$ cat config.mk
export PLATFORM = sky130hd
export DESIGN_NAME = muxport_slave
export DESIGN_NICKNAME = d
export VERILOG_FILES = /design/src/rtl/muxport_pkg.sv /design/src/rtl/muxport_sync.sv /design/src/rtl/muxport_ram.sv /design/src/rtl/muxport_slave.sv
export SDC_FILE = /design/constraint.sdc
export NUM_CORES = 2
export LEC_CHECK = 0
export BUFFER_PORTS_ARGS = -buffer_cell sky130_fd_sc_hd__buf_2
export CORE_UTILIZATION = 45
export DETAILED_ROUTE_END_ITERATION = 10
export PLACE_DENSITY_LB_ADDON = 0.05
export SLEW_MARGIN = 20
export SYNTH_ARGS = -nofsm -noshare
export SYNTH_HDL_FRONTEND = slang
export SYNTH_SLANG_ARGS = --single-unit
$ cat constraint.sdc
create_clock -name clk -period 4.2 [get_ports clk]
set_input_delay 0 -clock clk [delete_from_list [all_inputs] [get_ports clk]]
set_output_delay 0 -clock clk [all_outputs]
set_load 0.02 [all_outputs]
$ cat src/rtl/muxport_pkg.sv
package muxport_pkg;
   localparam int BYTE_W = 8;

   typedef struct packed {
      logic al;
      logic b1;
      logic b0;
   } strobe_t;
endpackage

$ cat src/rtl/muxport_sync.sv
module muxport_sync #(
   parameter int W      = 3,
   parameter int STAGES = 2
) (
   input  logic         clk,
   input  logic         rst_n,
   input  logic [W-1:0] d,
   output logic [W-1:0] q
);
   logic [W-1:0] stg [STAGES];

   for (genvar i = 0; i < STAGES; i++) begin : g_stage
      if (i == 0) begin : g_first
         always_ff @(posedge clk or negedge rst_n)
            if (!rst_n) stg[0] <= '0;
            else        stg[0] <= d;
      end else begin : g_next
         always_ff @(posedge clk or negedge rst_n)
            if (!rst_n) stg[i] <= '0;
            else        stg[i] <= stg[i-1];
      end
   end

   assign q = stg[STAGES-1];
endmodule

$ cat src/rtl/muxport_ram.sv
module muxport_ram #(
   parameter int AW    = 8,
   parameter int LANES = 2
) (
   input  logic                 clk,
   input  logic                 we,
   input  logic [LANES-1:0]     be,
   input  logic [AW-1:0]        addr,
   input  logic [LANES*8-1:0]   wdata,
   output logic [LANES*8-1:0]   rdata
);
   localparam int DEPTH = 1 << AW;

   for (genvar i = 0; i < LANES; i++) begin : g_lane
      logic [7:0] cells [DEPTH];
      logic [7:0] rd_lane;

      always_ff @(posedge clk) begin
         if (we && be[i]) cells[addr] <= wdata[i*8 +: 8];
         rd_lane <= cells[addr];
      end

      assign rdata[i*8 +: 8] = rd_lane;
   end
endmodule

$ cat src/rtl/muxport_slave.sv
module muxport_slave
   import muxport_pkg::*;
#(
   parameter int ADDR_W      = 14,
   parameter int DATA_W      = 16,
   parameter int MEM_AW      = 8,
   parameter int SYNC_STAGES = 2
) (
   input  logic              clk,
   input  logic              rst_n,
   input  logic              cs,
   input  logic              rw,
   input  logic              al,
   input  logic              bsel0,
   input  logic              bsel1,
   input  logic [DATA_W-1:0] bus_in,
   output logic [DATA_W-1:0] bus_out,
   output logic              bus_oe,
   output logic              proto_err
);
   localparam int LANES = DATA_W / BYTE_W;

   if (LANES != 2 || (DATA_W % BYTE_W) != 0) begin : g_bad_width
      $error("muxport_slave: DATA_W must be 16 (two byte lanes)");
   end
   if (ADDR_W > DATA_W) begin : g_bad_addr
      $error("muxport_slave: ADDR_W must fit in DATA_W");
   end
   if (MEM_AW < 1 || MEM_AW > ADDR_W) begin : g_bad_mem
      $error("muxport_slave: MEM_AW must lie in 1..ADDR_W");
   end
   if (SYNC_STAGES < 2) begin : g_bad_sync
      $error("muxport_slave: SYNC_STAGES must be at least 2");
   end

   strobe_t raw_s, syn_s;
   logic [2:0] syn_bits;

   assign raw_s = {al, bsel1, bsel0};

   muxport_sync #(.W(3), .STAGES(SYNC_STAGES)) u_sync (
      .clk   (clk),
      .rst_n (rst_n),
      .d     (raw_s),
      .q     (syn_bits)
   );
   assign syn_s = syn_bits;

   logic act, err, spoil_n, fall;
   logic act_q, spoil_q, arm_q, oe_q, valid_q, err_q;
   logic [LANES-1:0]  be_q;
   logic [DATA_W-1:0] wd_q, rd_q;
   logic [ADDR_W-1:0] addr_q;

   assign act     = syn_s.b0 | syn_s.b1;
   assign err     = cs & syn_s.al & act;
   assign spoil_n = spoil_q | err;
   assign fall    = act_q & ~act;

   always_ff @(posedge clk or negedge rst_n) begin
      if (!rst_n) begin
         act_q   <= 1'b0;
         spoil_q <= 1'b0;
         arm_q   <= 1'b0;
         be_q    <= '0;
         wd_q    <= '0;
         addr_q  <= '0;
         oe_q    <= 1'b0;
         valid_q <= 1'b0;
         err_q   <= 1'b0;
      end else begin
         act_q   <= act;
         err_q   <= err;
         spoil_q <= act & spoil_n;
         oe_q    <= act & ~spoil_n;
         valid_q <= oe_q & act & ~spoil_n;
         if (cs && syn_s.al && !act) addr_q <= bus_in[ADDR_W-1:0];
         if (fall || spoil_n) begin
            arm_q <= 1'b0;
            be_q  <= '0;
         end else if (act && cs && !rw) begin
            arm_q <= 1'b1;
            be_q  <= be_q | {syn_s.b1, syn_s.b0};
            wd_q  <= bus_in;
         end
      end
   end

   muxport_ram #(.AW(MEM_AW), .LANES(LANES)) u_ram (
      .clk   (clk),
      .we    (fall & arm_q),
      .be    (be_q),
      .addr  (addr_q[MEM_AW-1:0]),
      .wdata (wd_q),
      .rdata (rd_q)
   );

   assign bus_oe    = cs & rw & oe_q;
   assign bus_out   = (bus_oe && valid_q) ? rd_q : '0;
   assign proto_err = err_q;
endmodule

==> results.json <==
{
  "status": "finished, final reports clean",
  "dr.pass1.iters": 5,
  "routed_wl_um": 430000,
  "antenna_found_initial": 22,
  "crit_path_end_kind": "register",
  "max_clock_freq_ghz": 0.241,
  "ys_ff_latch": 4150,
  "worst_pin_slew_ns": 1.18,
  "start_util_pct": 45.2,
  "yosysUniqueCellTypes": 25,
  "ir_worst_vdd_mv": 0.372,
  "p_per_area_nw_per_um2": 566,
  "yosys.area_share.simple_pct": 1.66,
  "clk_latency_ns": 0.98,
  "pin_count": 41,
  "synth_top_family_by_area": "multiplexers",
  "post_drt_via_cell_ratio": 6.02,
  "netlist_area_um2": 158000,
  "ant_nets": 0,
  "dr_wl_met2_um": 205000,
  "grt_max_degree": 180,
  "stdcell_area_um2": 183000,
  "report.final.slew_viol_count": 0,
  "synth_mux_area_share_pct": 14.8,
  "max-cap-violations": 0,
  "portBuffers": 40,
  "cts_root_buf": "clkbuf_16",
  "grt_pass1_wl_um": 609000,
  "core_um2": 349000,
  "syn_inst": 7140,
  "die_w_um": 594,
  "nets": 7895,
  "p_total_mw": 104,
  "period_share_pct": 98.9,
  "slew_headroom_pct": 20.0,
  "maxUsedRoutingLayer": "met4",
  "cp-start-kind": "register",
  "p_leak_nw": 57.1,
  "synth-compound-area-share_pct": 3.61,
  "grt_pass1_vias": 79177,
  "finalSetupViolations": 0,
  "avgSynthCellArea_um2": 22.1,
  "remaining_drc_errors": 0,
  "synth-adder-area-share_pct": 0,
  "seq_area_frac_synth_pct": 78.7,
  "grt.overflow.total": 0,
  "synth_fp_nets": 7163,
  "crit_fanout": 28,
  "worstPathArrival_ns": 4.93,
  "area_delta_synth_final_pct": 16.0,
  "drive_gt1_share_pct": 30.1,
  "drt_iter0_markers": 8208,
  "hold_violations": 0,
  "rsz0062_at_grt": "no",
  "gp_congestion": 0.784,
  "layout_min_cycle_time_ns": 4.15,
  "wl_per_cell_um": 33.5,
  "synth_xor_area_share_pct": 0,
  "h-tree-depth": 5,
  "yosys_warnings": 0,
  "cts_tree": "built",
  "numCtsBuffers": 437,
  "hold_path.class": "in -> reg",
  "place_area_um2": 168000,
  "die_h_um": 594,
  "dpl.hpwl_um": 257000,
  "die-area_um2": 353000,
  "worstPathRequired_ns": 4.97,
  "cts.path.max_buffers": 4,
  "finalSetupTns_ns": 0,
  "vias": 77308,
  "wl_met3_um": 26600,
  "drt-met1-wl_um": 188000,
  "clk_pin_slew_ns": 0.06,
  "grt_usage_pct": 24.2,
  "crit_type": "reg -> reg",
  "placement_rows": 217,
  "cts.sinks": 4150,
  "fin_skew_ns": 0.0428
}
## final cells by class
type / instances / area, um2
flip-flops and latches: 4150 / 124000
multi-input cells: 2528 / 32100
diodes: 7 / 17.5
well taps: 4599 / 5750
clock inverters: 262 / 2390
inverters: 1 / 3.75
repair buffers: 754 / 6830
fillers: 27325 / 166000
clock buffers: 547 / 11700
## cells in the final DEF (no fill, tap or decap), drive strengths merged, types with 45 or more instances in the layout
cell type / instances
edfxtp: 4096
mux4: 1024
buf: 709
clkbuf: 547
nor2: 525
a22oi: 512
a21oi: 259
clkinv: 197
o41ai: 64
dlygate4sd3: 45
## power by group
part           leakage [nW]  switching, mW  total (mW)  internal (mW)
combinational          12.6           10.2        16.1           5.91
clock                  6.93           16.0        38.1           22.1
sequential             37.5           1.16        49.3           48.2
total                  57.1           27.4         104           76.2
## critical path, stage by stage, from the launching register on
cell	delay [ns]
dfrtp_4	0.87
buf_12	0.25
buf_12	0.19
buf_12	0.26
mux4_2	0.54
a22oi_1	0.43
a21oi_1	0.28
o41ai_1	0.91
nand4_1	0.19
## cells in the mapped netlist
| library cell | number | share of area (%) |
|---|---|---|
| dfxtp_1 | 16 | 0.20 |
| a21oi_1 | 259 | 0.82 |
| a22oi_1 | 512 | 2.4 |
| edfxtp_1 | 4096 | 78 |
| nor2_1 | 525 | 1.2 |
| and2_1 | 3 | 0.012 |
| nand3_1 | 33 | 0.10 |
| nand2b_1 | 3 | 0.012 |
| or2_2 | 1 | 0.0040 |
| and3_1 | 17 | 0.067 |
| buf_2 | 109 | 0.35 |
| inv_1 | 1 | 0.0024 |
| mux4_2 | 1024 | 15 |
| buf_4 | 8 | 0.038 |
| o41ai_1 | 64 | 0.36 |
| clkbuf_1 | 290 | 0.69 |
| dfrtp_1 | 38 | 0.60 |
| nor2b_1 | 9 | 0.036 |
| nor3_1 | 1 | 0.0032 |
| buf_1 | 48 | 0.11 |
| nand2_1 | 28 | 0.067 |
| nand4_1 | 23 | 0.091 |
| and4_1 | 2 | 0.011 |
| mux2_2 | 24 | 0.17 |
| buf_6 | 6 | 0.043 |
## timing repair
action | in CTS | in global routing
gates resized for setup | 2 | 3
hold endpoints to repair | 72 | 0
pin swaps | 0 | 0
setup buffers | 1 | 0
endpoints found under the setup margin | 3 | 3
hold buffers | 46 | 0
## cells by family (layout without fill, tap and decap cells)
kind of cell | count (synthesis) | after routing
AOI/OAI and AO/OA | 835 | 835
buffers and inverters | 462 | 1564
DFF | 4150 | 4150
muxes | 1048 | 1048
other | 0 | 7
and+or+nand+nor | 645 | 645
## per-stage QoR
| step | hold slack (ns) | setup WS [ns] | instances | util [%] |
|---|---|---|---|---|
| global route | 0.000703 | 0.0154 | 12842 | 52.4 |
| floorplan | -0.296 | 0.218 | 7140 | - |
| CTS | 0.00489 | 0.0954 | 12840 | 52.4 |
| finish | 0.0467 | 0.0458 | 12848 | 52.4 |
| detailed placement | 0.112 | -0.104 | 11984 | 48.2 |
| global placement | 0.111 | -0.915 | 11976 | 48.2 |
## registers in the layout, indices dropped and copies added, names as in the netlist
signal / cells
act_q: 1
addr_q: 8
arm_q: 1
be_q: 2
oe_q: 1
proto_err: 1
spoil_q: 1
u_ram.g_lane.cells: 4096
u_ram.g_lane.rd_lane: 16
u_sync.q: 3
u_sync.stg: 3
valid_q: 1
wd_q: 16
## worst paths after layout
path | start | endpoint | slack [ns] | cells past startpoint
max in group asynchronous | rst_n | wd_q[13]$_DFFE_PN0P_ | 3.79 | 4
setup / recovery | addr_q[0]$_DFFE_PN0P_ | u_ram.g_lane[0].rd_lane[0]$_DFF_P_ | 0.05 | 8
min in group asynchronous | rst_n | u_sync.q[0]$_DFF_PN0_ | 0.15 | 4
setup reg to reg | addr_q[0]$_DFFE_PN0P_ | u_ram.g_lane[0].rd_lane[0]$_DFF_P_ | 0.05 | 8
hold / removal | bus_in[6] | wd_q[6]$_DFFE_PN0P_ | 0.05 | 3
hold reg to reg | u_sync.stg[4]$_DFF_PN0_ | u_sync.q[1]$_DFF_PN0_ | 0.35 | 0
## per-layer routing
layer  vias up  global-route usage (%)
met5         -                       0
met4         0                    5.44
met2      2680                    38.2
met1     42268                    36.1
met3       490                    3.40
li1      31870                       -
No activity file was read; power rests on OpenSTA's default activity.
